**src/rtl/readout_pkg.sv**
```systemverilog
package readout_pkg;

    // Command field encodings seen on the opcode input
    typedef enum logic [1:0] {
        OP_WR_LO = 2'b00,
        OP_WR_HI = 2'b01,
        OP_READ  = 2'b10,
        OP_IDLE  = 2'b11
    } cmd_op_e;

    localparam int SEQ_IDX_W = 8;

    // Sequencer state: active flag plus index of the byte on the bus
    typedef struct packed {
        logic                 active;
        logic [SEQ_IDX_W-1:0] idx;
    } seq_state_t;

    function automatic int bytes_for(input int value_w, input int byte_w);
        return (value_w + byte_w - 1) / byte_w;
    endfunction

endpackage

```
**src/rtl/rdo_cmd_decode.sv**
```systemverilog
module rdo_cmd_decode
    import readout_pkg::*;
(
    input  logic [1:0] opcode,
    input  logic       busy,
    output logic       start
);
    cmd_op_e op;

    always_comb begin
        op    = cmd_op_e'(opcode);
        start = (op == OP_READ) && !busy;
    end

endmodule

```
**src/rtl/rdo_sequencer.sv**
```systemverilog
module rdo_sequencer
    import readout_pkg::*;
#(
    parameter int NBYTES = 3
) (
    input  logic       clk,
    input  logic       rst,
    input  logic       start,
    output seq_state_t st
);
    localparam logic [SEQ_IDX_W-1:0] LAST_IDX = SEQ_IDX_W'(NBYTES - 1);

    always_ff @(posedge clk) begin
        if (rst) begin
            st <= '0;
        end else if (start) begin
            st.active <= 1'b1;
            st.idx    <= LAST_IDX;
        end else if (st.active) begin
            if (st.idx == '0) begin
                st.active <= 1'b0;
            end else begin
                st.idx <= st.idx - 1'b1;
            end
        end
    end


    start_to_msb_chk: assert property (@(posedge clk) disable iff (rst)
        start |=> (st.active && st.idx == LAST_IDX));


    end_of_stream_chk: assert property (@(posedge clk) disable iff (rst)
        (st.active && st.idx == '0) |=> !st.active);


    descend_chk: assert property (@(posedge clk) disable iff (rst)
        (st.active && st.idx != '0) |=> (st.active && st.idx == $past(st.idx) - 1'b1));

endmodule

```
**src/rtl/rdo_shadow.sv**
```systemverilog
module rdo_shadow #(
    parameter int SUM_W    = 19,
    parameter int SHADOW_W = 24
) (
    input  logic                clk,
    input  logic                rst,
    input  logic                start,
    input  logic                hold,
    input  logic [SUM_W-1:0]    sum_in,
    output logic [SHADOW_W-1:0] shadow
);
    always_ff @(posedge clk) begin
        if (rst) begin
            shadow <= '0;
        end else if (start) begin
            shadow <= SHADOW_W'(sum_in);
        end
    end


    capture_zext_chk: assert property (@(posedge clk) disable iff (rst)
        $past(start && !rst) |-> (shadow == SHADOW_W'($past(sum_in))));


    snapshot_hold_chk: assert property (@(posedge clk) disable iff (rst)
        (hold && !start) |=> $stable(shadow));

endmodule

```
**src/rtl/rdo_byte_mux.sv**
```systemverilog
module rdo_byte_mux
    import readout_pkg::*;
#(
    parameter int BYTE_W = 8,
    parameter int NBYTES = 3
) (
    input  logic [NBYTES*BYTE_W-1:0] shadow,
    input  seq_state_t               st,
    output logic [BYTE_W-1:0]        data_out
);
    logic [BYTE_W-1:0] lane [NBYTES];

    for (genvar g = 0; g < NBYTES; g++) begin : g_lane
        assign lane[g] = shadow[g*BYTE_W +: BYTE_W];
    end

    always_comb begin
        data_out = '0;
        for (int i = 0; i < NBYTES; i++) begin
            if (st.active && st.idx == SEQ_IDX_W'(i)) begin
                data_out = lane[i];
            end
        end
    end

endmodule

```
**src/rtl/byte_readout.sv**
```systemverilog
module byte_readout
    import readout_pkg::*;
#(
    parameter int SUM_W  = 19,
    parameter int BYTE_W = 8
) (
    input  logic              clk,
    input  logic              rst,
    input  logic [1:0]        opcode,
    input  logic [SUM_W-1:0]  sum_in,
    output logic [BYTE_W-1:0] data_out,
    output logic              data_valid
);
    localparam int NBYTES   = bytes_for(SUM_W, BYTE_W);
    localparam int SHADOW_W = NBYTES * BYTE_W;

    logic                start;
    seq_state_t          st;
    logic [SHADOW_W-1:0] shadow;

    rdo_cmd_decode u_dec (
        .opcode (opcode),
        .busy   (st.active),
        .start  (start)
    );

    rdo_sequencer #(.NBYTES(NBYTES)) u_seq (
        .clk   (clk),
        .rst   (rst),
        .start (start),
        .st    (st)
    );

    rdo_shadow #(.SUM_W(SUM_W), .SHADOW_W(SHADOW_W)) u_shadow (
        .clk    (clk),
        .rst    (rst),
        .start  (start),
        .hold   (st.active),
        .sum_in (sum_in),
        .shadow (shadow)
    );

    rdo_byte_mux #(.BYTE_W(BYTE_W), .NBYTES(NBYTES)) u_mux (
        .shadow   (shadow),
        .st       (st),
        .data_out (data_out)
    );

    assign data_valid = st.active;


    idle_zero_chk: assert property (@(posedge clk) disable iff (rst)
        !data_valid |-> (data_out == '0));


    reset_idle_chk: assert property (@(posedge clk)
        $past(rst) |-> (!data_valid && data_out == '0));


    busy_ignore_chk: assert property (@(posedge clk) disable iff (rst)
        (data_valid && $past(data_valid) && opcode == 2'b10) |=> $stable(u_shadow.shadow));

endmodule

```
**config.mk**
```make
export PLATFORM = sky130hd
export DESIGN_NAME = byte_readout
export DESIGN_NICKNAME = d
export VERILOG_FILES = /design/src/rtl/readout_pkg.sv /design/src/rtl/rdo_cmd_decode.sv /design/src/rtl/rdo_sequencer.sv /design/src/rtl/rdo_shadow.sv /design/src/rtl/rdo_byte_mux.sv /design/src/rtl/byte_readout.sv
export SDC_FILE = /design/constraint.sdc
export NUM_CORES = 1
export LEC_CHECK = 0
export ABC_AREA = 1
export BUFFER_PORTS_ARGS = -buffer_cell sky130_fd_sc_hd__clkbuf_2
export CORE_MARGIN = 2
export CORE_UTILIZATION = 56
export CTS_CLUSTER_DIAMETER = 50
export DETAILED_ROUTE_END_ITERATION = 7
export PLACE_DENSITY = 0.81
export SLEW_MARGIN = 25
export SYNTH_ARGS = -nofsm -noshare
export SYNTH_HDL_FRONTEND = slang
export SYNTH_HIERARCHICAL = 1
export SYNTH_SLANG_ARGS = --single-unit
```
**constraint.sdc**
```tcl
create_clock -name clk -period 4 [get_ports clk]
set_input_delay 0.2 -clock clk [delete_from_list [all_inputs] [get_ports clk]]
set_output_delay 0.2 -clock clk [all_outputs]
set_load 0.01 [all_outputs]
```
# Word-level counts from Yosys, hierarchy flattened
# Cells that the tools add are included.
# word_totals
register_bits	28
latch_bits	0
mem_bits_rw	0
romBits	0
input_bits	23
out_inout_bits	9
wordCells	27
n_memories	0
# op_classes
n_addsub	1
mul	0
div_mod_pow	0
magnitude_cmp	0
eq_ne	4
n_shift	0
n_mux	7
bitwise	1
n_reduce_logical	10
# ops
cell	count
$mux W8	4
$mux W9	2
$eq A8 B1 Y1 const B	1
$eq A8 B2 Y1 const B	1
$logic_not A8 Y1	1
$sub A8 B1 Y8 const B	1
$logic_and A1 B1 Y1	4
$reduce_and A2 Y1	2
$eq A2 B2 Y1 const B	1
$ne A2 B2 Y1 const B	1
$reduce_bool A2 Y1	1
$reduce_or A2 Y1	1
$logic_not A1 Y1	1
$mux W1	1
$not A1 Y1	1

# Longest topological paths before layout
# Gate-level depths: netlist of run 1.
# depth
ltp_word	5
mapped_depth	8
depth_no_buf	8

# By module
# The synthesis of run 1 kept the hierarchy.
# by_module_without_submodules
module	n_inst	cells_each	area_each_um2	seq_area_each_um2
rdo_shadow	1	126	828.3	380.4
rdo_sequencer	1	76	510.5	180.2
rdo_byte_mux	1	62	306.5	0.0
rdo_cmd_decode	1	3	13.8	0.0

# Worst setup path after synthesis of run 1
# Ideal clock, no wire load.
# synth_path
kind	register -> output
start	register, netlist name u_seq/st[8]
end	output data_out[0]
arrival_time_ns	1.274
t_required_ns	3.800
slack_ns	2.526
stages_incl_launch_ff	9
path_buffers	0
path_cell_list	dfxtp_1 inv_2 nor2_4 inv_2 nor2_2 nand2_2 or2_0 nand2_1 inv_1
# synth_between
elab_chain_len	4
elab_cells_between_ends	6
classes_between	mux (3); reduce/logical (3)
# synth_rtl
element	line_no	text
$logic_and A1 B1 Y1	rdo_byte_mux.sv:20	if (st.active && st.idx == SEQ_IDX_W'(i)) begin
$mux W8 (2 in series)	rdo_byte_mux.sv:20	
$mux W8 *	rdo_byte_mux.sv:20	
end: declaration	byte_readout.sv:11	output logic [BYTE_W-1:0] data_out,
# Mark *: on every way between the ends. The rest lies on a longest branch, timed or not.

# Worst setup path after layout of run 1
# layout_path
start	register, netlist name u_seq/st[8]
end	output data_out[0]
# layout_between
elab_chain_len	4
elab_cells_between_ends	6
classes_between	mux (3); reduce/logical (3)
# layout_rtl
element	line_no
$logic_and A1 B1 Y1	rdo_byte_mux.sv:20
$mux W8 (2 in series)	rdo_byte_mux.sv:20
$mux W8 *	rdo_byte_mux.sv:20
# Marks and branches as above.

==> impl_results.md, run 1 <==
- Sw frac: 0.2903
- DRC: 0
- Total CTS buffers: 3
- Crit. End Element: primary output
- Yosys reg bits: 28
- Comb power frac: 0.215
- WHS Endpoint: u_seq/st[8]
- Antenna-violating nets left: 0
- Vias/cell: roughly 4.7
- Distinct cells, synth: 23
- CTS Root Cell: clkbuf_4
- Initial Util: 0.5965
- Vias in the first global route: 1393
- Yosys top cell area share: 0.3379
- Asr flop ratio synth: 0
- Cts repair resizes: 0
- Leak: 0.9764 nW
- Port Buffers: 31
- N_diodes: 0
- Worst-path maximum fanout: 10
- Fmax: between 400 and 500 MHz
- Worst vdd ir: approximately 0.35 mV
- Reg2reg end: u_seq/st[2]
- Final setup vio count: 0
- Slew Viols, Final: 0
- Hold Fails Final Rpt: 0
- Worst Path Required: 3800 ps
- Core area: between 0.002 and 0.003 sq mm
- Initial DRC count: 93
- Worst r2r src: u_seq/st[0]
- Ys flop type: dfxtp_1
- Initial antenna violation count: 0
- Final WL: ~3200 microns
- Crit path time final: between 2000 and 2500 ps
- Die height: between 50 and 60 microns
- Internal reg-to-reg setup slack: 2430 ps
- MaxCap Viol Count: 0
- Setup TNS: 0 ps
- Number of synthesized flops with an enable pin: 0
- Reg power frac: 0.491
- Sw Pwr: roughly 0.18 mW
- Startpoint types: flop
- Commonest cells in the netlist: nand2_1, nor2_1, inv_1, dfxtp_1, nand3_1
- Mapped Cells: ~270
- Skew-Pair Late Insertion Delay: about 330 ps
- CTS sink count: 28
- Postcts setup bufs: 0
- Sequential-to-total area share from yosys stat: 0.3379
- Row count: 19
- HP Class: in -> reg
- Die ar.: roughly 0.0034 sq mm
- Die width: about 60 microns
- Status: completed
- Synth area leader: dfxtp_1
- Pwr Density: 346.5 mW/mm^2
- Synth warn: 6
- CTS H-tree depth: 1
- Grt ovf: 0
- RSZ-0062 raised after global routing: false
- Global Route Usage Sum: 0.2169
- Share of layout cells above drive strength 1: 0.1655
- CTS tree: done
- Hold Startpoint: rst
- Worst EP arrival: roughly 1800 ps
- Clock Tree Buf Depth: 2
- Hold_ws: between 60 and 70 ps
- First-pass GRT wire length: slightly below 6000 microns
- I/O pin total: 32
- Nets@finish: about 320
- Internal power: 0.4508 mW
- Ranking of synthesized cells by area: dfxtp_1, nand2_1, nor2_1, inv_1, nand3_1
- Skew final: slightly above 10 ps
- Mapped Area: roughly 0.0017 sq mm
- Hold depth: 2
- Vias: ~1500
- HPWL after DPL: approximately 2400 microns
- Final clock period utilization by the worst path: 0.5032
- Clock slew at reported path FFs: between 100 and 150 ps
- Drt pass-1 iters: 4
- Count leader, synth: nand2_1
- Syn_area_per_cell: 6.214 sq um
- Clock power frac: 0.293
- R2R cell count: 7
- Final RePlAce weighted congestion: around 0.85
- Fillers: between 200 and 300
- Area Overhead vs Synth: 10.48%
- Largest net degree at the start of global routing: 38
- DR WL/cell: between 9 and 10 microns
- Setup CP Type: reg -> out
- Hold buffer count at CTS: 0
## logic make-up after synthesis
| group | count (synthesis) | synth area share |
|---|---|---|
| AOI/OAI and AO/OA | 13 | 0.04751 |
| xor gates and xnor gates | 2 | 0.01056 |
| adders and majority gates | 2 | 0.01508 |
| buffers and inverters | 52 | 0.1501 |
| DFF | 28 | 0.3379 |
| other | 1 | 0.002260 |
| and+or+nand+nor | 169 | 0.4366 |
## power by group through the flow
stage / clock network [mW] / logic [mW] / registers (mW)
detailed placement: 0 / 0.136 / 0.318
floorplan: 0 / 0.117 / 0.315
global route: 0.199 / 0.158 / 0.315
global placement: 0 / 0.134 / 0.318
finish: 0.186 / 0.137 / 0.312
CTS: 0.192 / 0.138 / 0.312
## worst max-delay path by stage
stage,end,slack [ps],startpoint,cells after the start
global route,data_out[0],1810,u_seq/st[3],8
detailed placement,data_out[0],2360,u_seq/st[8],9
CTS,data_out[0],1950,u_seq/st[8],9
finish,data_out[0],1990,u_seq/st[8],9
global placement,data_out[2],2400,u_seq/st[8],9
floorplan,data_out[0],2530,u_seq/st[8],8
## placed cells by master, fill, tap and decap left out, types with 3 or more instances in the layout
| cell type | synthesis | final |
|---|---|---|
| dfxtp_1 | 28 | 28 |
| nor2_2 | 4 | 4 |
| or2_0 | 5 | 5 |
| nand2_1 | 72 | 72 |
| inv_2 | 3 | 3 |
| inv_1 | 38 | 38 |
| clkbuf_2 | 0 | 31 |
| clkbuf_4 | 0 | 3 |
| o21ai_0 | 3 | 3 |
| nor2_4 | 3 | 3 |
| nor2_1 | 53 | 53 |
| conb_1 | 1 | 5 |
| a21oi_1 | 7 | 7 |
| nand3_1 | 26 | 26 |
## through the flow
| stage | power [mW] | utilization | setup WS (ps) | cell area (sq um) | cells |
|---|---|---|---|---|---|
| 6_report | 0.6352 | 0.6590 | 1987 | 1833 | 327 |
| 5_1_grt | 0.6720 | 0.6590 | 1806 | 1833 | 327 |
| 3_5_place_dp | 0.4541 | 0.6401 | 2359 | 1780 | 323 |
| 3_3_place_gp | 0.4518 | 0.6401 | 2404 | 1780 | 323 |
| 2_1_floorplan | 0.4319 | - | 2526 | 1674 | 271 |
| 4_1_cts | 0.6413 | 0.6590 | 1955 | 1833 | 327 |
## layer usage
layer | vias up | wire (microns) | share of wire | global-route usage
met5 | - | 0 | 0 | 0
met2 | 27 | 1533 | 0.47 | 0.3724
met1 | 662 | 1526 | 0.47 | 0.2781
met3 | 2 | 152 | 0.047 | 0.05275
met4 | 0 | 28 | 0.0086 | 0.03987
li1 | 854 | - | - | -
## final cells by class
class | count | area [sq um] | share of cell area
multi-input cells | 191 | 864.6 | 0.4717
clock buffers | 3 | 22.52 | 0.01229
clock inverters | 1 | 30.03 | 0.01638
flip-flops and latches | 28 | 560.5 | 0.3058
repair buffers | 32 | 162.7 | 0.08874
inverters | 41 | 153.9 | 0.08396
well taps | 31 | 38.79 | 0.02116
## critical path, stage by stage (launching register included)
cell and delay (ps):
dfxtp_1 510, inv_2 90, nor2_4 190, inv_2 50, nor2_2 90, nand2_2 120
or2_0 220, nand2_1 70, inv_1 40, clkbuf_2 110
## flip-flops by register name, indices dropped and copies added, names as in the netlist
name and count:
u_shadow/shadow 19, u_seq/st 9
No activity file was read; power rests on OpenSTA's default activity.
==> run 2, diff against run 1 <==
Settings changed: ABC_AREA 1 to 0, CORE_UTILIZATION 56 to 48, PLACE_DENSITY 0.81 to 0.75.
Clock period 4 ns to 1.6 ns, I/O delays scaled along.
==> impl_results.md, run 2 <==
- Leak: 0.8423 nW
- CTS sink count: 28
- Nets@finish: 247
- Distinct cells, synth: 36
- Final WL: around 3900 microns
- Worst path buffer plus inverter count: 0
- Vias: 1382
- Sw frac: 0.2546
- CTS tree: done
- Clock power frac: 0.292
- Crit. End Element: flop
- Comb power frac: 0.228
- Skew final: about 15 ps
- Sw Pwr: around 0.4 mW
- Worst EP arrival: approximately 1900 ps
- Fmax: about 620 MHz
- Max incr delay on CP: 580 ps
- Area after DPL: about 0.0017 sq mm
- Pwr Density: about 760 mW/mm^2
- DRC: 0
- Worst r2r src: u_seq/st[3]
- Area Overhead vs Synth: 41.85%
- Ys flop type: dfxtp_1
- Syn_area_per_cell: 9.063 sq um
- Worst-path maximum fanout: 6
- HP Class: in -> reg
- Port Buffers: 31
- Grt ovf: 0
- Initial antenna violation count: 0
- Clock slew at reported path FFs: 160 ps
- Die width: slightly below 60 microns
- Final setup vio count: 2
- Status: complete, but fails checks
- Hold Fails Final Rpt: 0
- Vias/cell: around 5.5
- Reg power frac: 0.480
- Yosys reg bits: 28
- Critical path's slowest cell: or4_4
- Ranking of synthesized cells by area: dfxtp_1, mux2i_1, nor2_1, a21oi_1, or2_1
- Setup TNS: -13.86 ps
- Commonest cells in the netlist: dfxtp_1, mux2i_1, nor2_1, nand2_1, a21oi_1
- Worst Path Required: about 1900 ps
- WHS Endpoint: u_shadow/shadow[18]
- Mapped Cells: 160
- Final RePlAce weighted congestion: roughly 0.81
- Failing checks: setup timing
- Largest net degree at the start of global routing: 17
- Row count: 19
- Skew-Pair Late Insertion Delay: between 300 and 400 ps
- First-pass GRT wire length: between 6000 and 7000 microns
- Drt pass-1 iters: 4
- Asr flop ratio synth: 0
- Setup CP Type: reg -> reg
- R2R cell count: 3
- Vias in the first global route: between 1000 and 1500
- Die ar.: approximately 0.0035 sq mm
- MaxCap Viol Count: 0
- Initial DRC count: 50
- Max reg flops: 19
- N_diodes: 0
- Synth warn: 6
- Hold Startpoint: sum_in[18]
- Global Route Usage Sum: 0.2349
- Hold depth: 3
- HPWL after DPL: around 2400 microns
- Largest delay share family, worst path: simple AND/OR/NAND/NOR gates
- Clock Tree Buf Depth: 2
- Mapped Area: around 0.0015 sq mm
- Crit path time final: between 1500 and 2000 ps
- Worst vdd ir: between 0.5 and 0.6 mV
- Internal power: around 1.2 mW
- Number of synthesized flops with an enable pin: 0
- Share of layout cells above drive strength 1: 0.3937
- CTS Root Cell: clkbuf_4
- PnR Total Power: between 1.5 and 2 mW
- DR WL/cell: about 15 microns
- Final worst slack: -11.35 ps
- Commonest non-fill, non-tap cells in the layout: mux2i_1, clkbuf_2, nor2_1
- Finished Cell Area: between 0.002 and 0.0025 sq mm
- I/O pin total: 32
- Commonest non-fill, non-tap cell in the layout: mux2i_1
- Internal reg-to-reg setup slack: -10 ps
- Final clock period utilization by the worst path: 1.007
- Top flop regs: u_shadow/shadow x19, u_seq/st x9
- CTS H-tree depth: 1
- Sequential-to-total area share from yosys stat: 0.3865
- CP cell instances: or4_4 -> or4b_1 -> a21oi_1
- Antenna-violating nets left: 0
- Initial Util: 0.5169
- Startpoint types: flop
- Total CTS buffers: 3
- Hold_ws: ~6.2 ps
- Core area: 0.002805 sq mm
- Die height: approximately 60 microns
- RSZ-0062 raised after global routing: true
- Yosys top cell area share: 0.3865
- Reg2reg end: u_seq/st[7]
- Biggest register: u_shadow/shadow
- Synth area leader: dfxtp_1
- Slew Viols, Final: 0
-- run 2: worst max-delay path by stage --
stage | slack, ps | endpoint | cells after the start | from
final | -10 | u_seq/st[7] | 3 | u_seq/st[3]
after detailed placement | -20 | u_seq/st[1] | 5 | u_seq/st[0]
after CTS | 1 | data_out[2] | 6 | u_seq/st[3]
after global routing | -80 | data_out[0] | 6 | u_seq/st[3]
after global placement | 20 | u_seq/st[6] | 3 | u_seq/st[5]
after floorplan | -7 | u_seq/st[6] | 4 | u_seq/st[5]
-- run 2: layout make-up --
cell class | instances | area [sq um]
Multi-Input combinational cell | 119 | 900.9
Inverter | 5 | 18.77
Sequential cell | 28 | 569.3
Clock inverter | 1 | 30.03
Timing Repair Buffer | 65 | 476.7
Fill cell | 207 | 748.2
Tap cell | 31 | 38.79
Clock buffer | 3 | 22.52
-- run 2: cells by family (layout without fill, tap and decap cells) --
family	after synthesis	count (layout)	synth area share
AO/OA/AOI/OAI	24	24	0.1053
adder cells (fa/ha/maj)	2	2	0.01725
buffers and inverters	17	74	0.08196
flip-flops	28	28	0.3865
multiplexers	28	28	0.1933
other	1	5	0.002586
AND/OR/NAND/NOR	60	60	0.2131
-- run 2: metrics by stage --
stage	setup WS, ps	std cells	utilization
2_1_floorplan	-6.999	164	-
4_1_cts	1.216	249	0.6963
3_5_place_dp	-24.56	228	0.5981
3_3_place_gp	16.20	228	0.5981
6_report	-11.35	252	0.7333
5_1_grt	-80.59	252	0.7333
-- run 2: worst reg2reg max path, cell delays in order (launching register included) --
cell and delay (ps):
dfxtp_2 350, or4_4 580, or4b_1 490, a21oi_1 140
-- run 2: timing repair --
action | in CTS | in global routing
pin swaps | 5 | 4
hold buffers | 14 | 0
resized for setup | 16 | 25
endpoints found under the hold margin | 14 | 0
endpoints found under the setup margin | 11 | 12
buffers inserted | 3 | 3
-- run 2: metal layers --
metal,global-route usage,vias to the layer above,wire length [microns]
met4,0.07143,0,60
met1,0.2610,673,1610
met5,0,-,0
met2,0.4556,35,2023
met3,0.03077,6,173
li1,-,668,-
-- run 2: power by group through the flow --
stage          registers, mW  logic (mW)  clock network (mW)
6_report               0.754       0.358               0.459
4_1_cts                0.752       0.314               0.467
3_5_place_dp           0.766       0.265                   0
2_1_floorplan          0.767       0.183                   0
5_1_grt                0.758       0.384               0.492
3_3_place_gp           0.763       0.254                   0
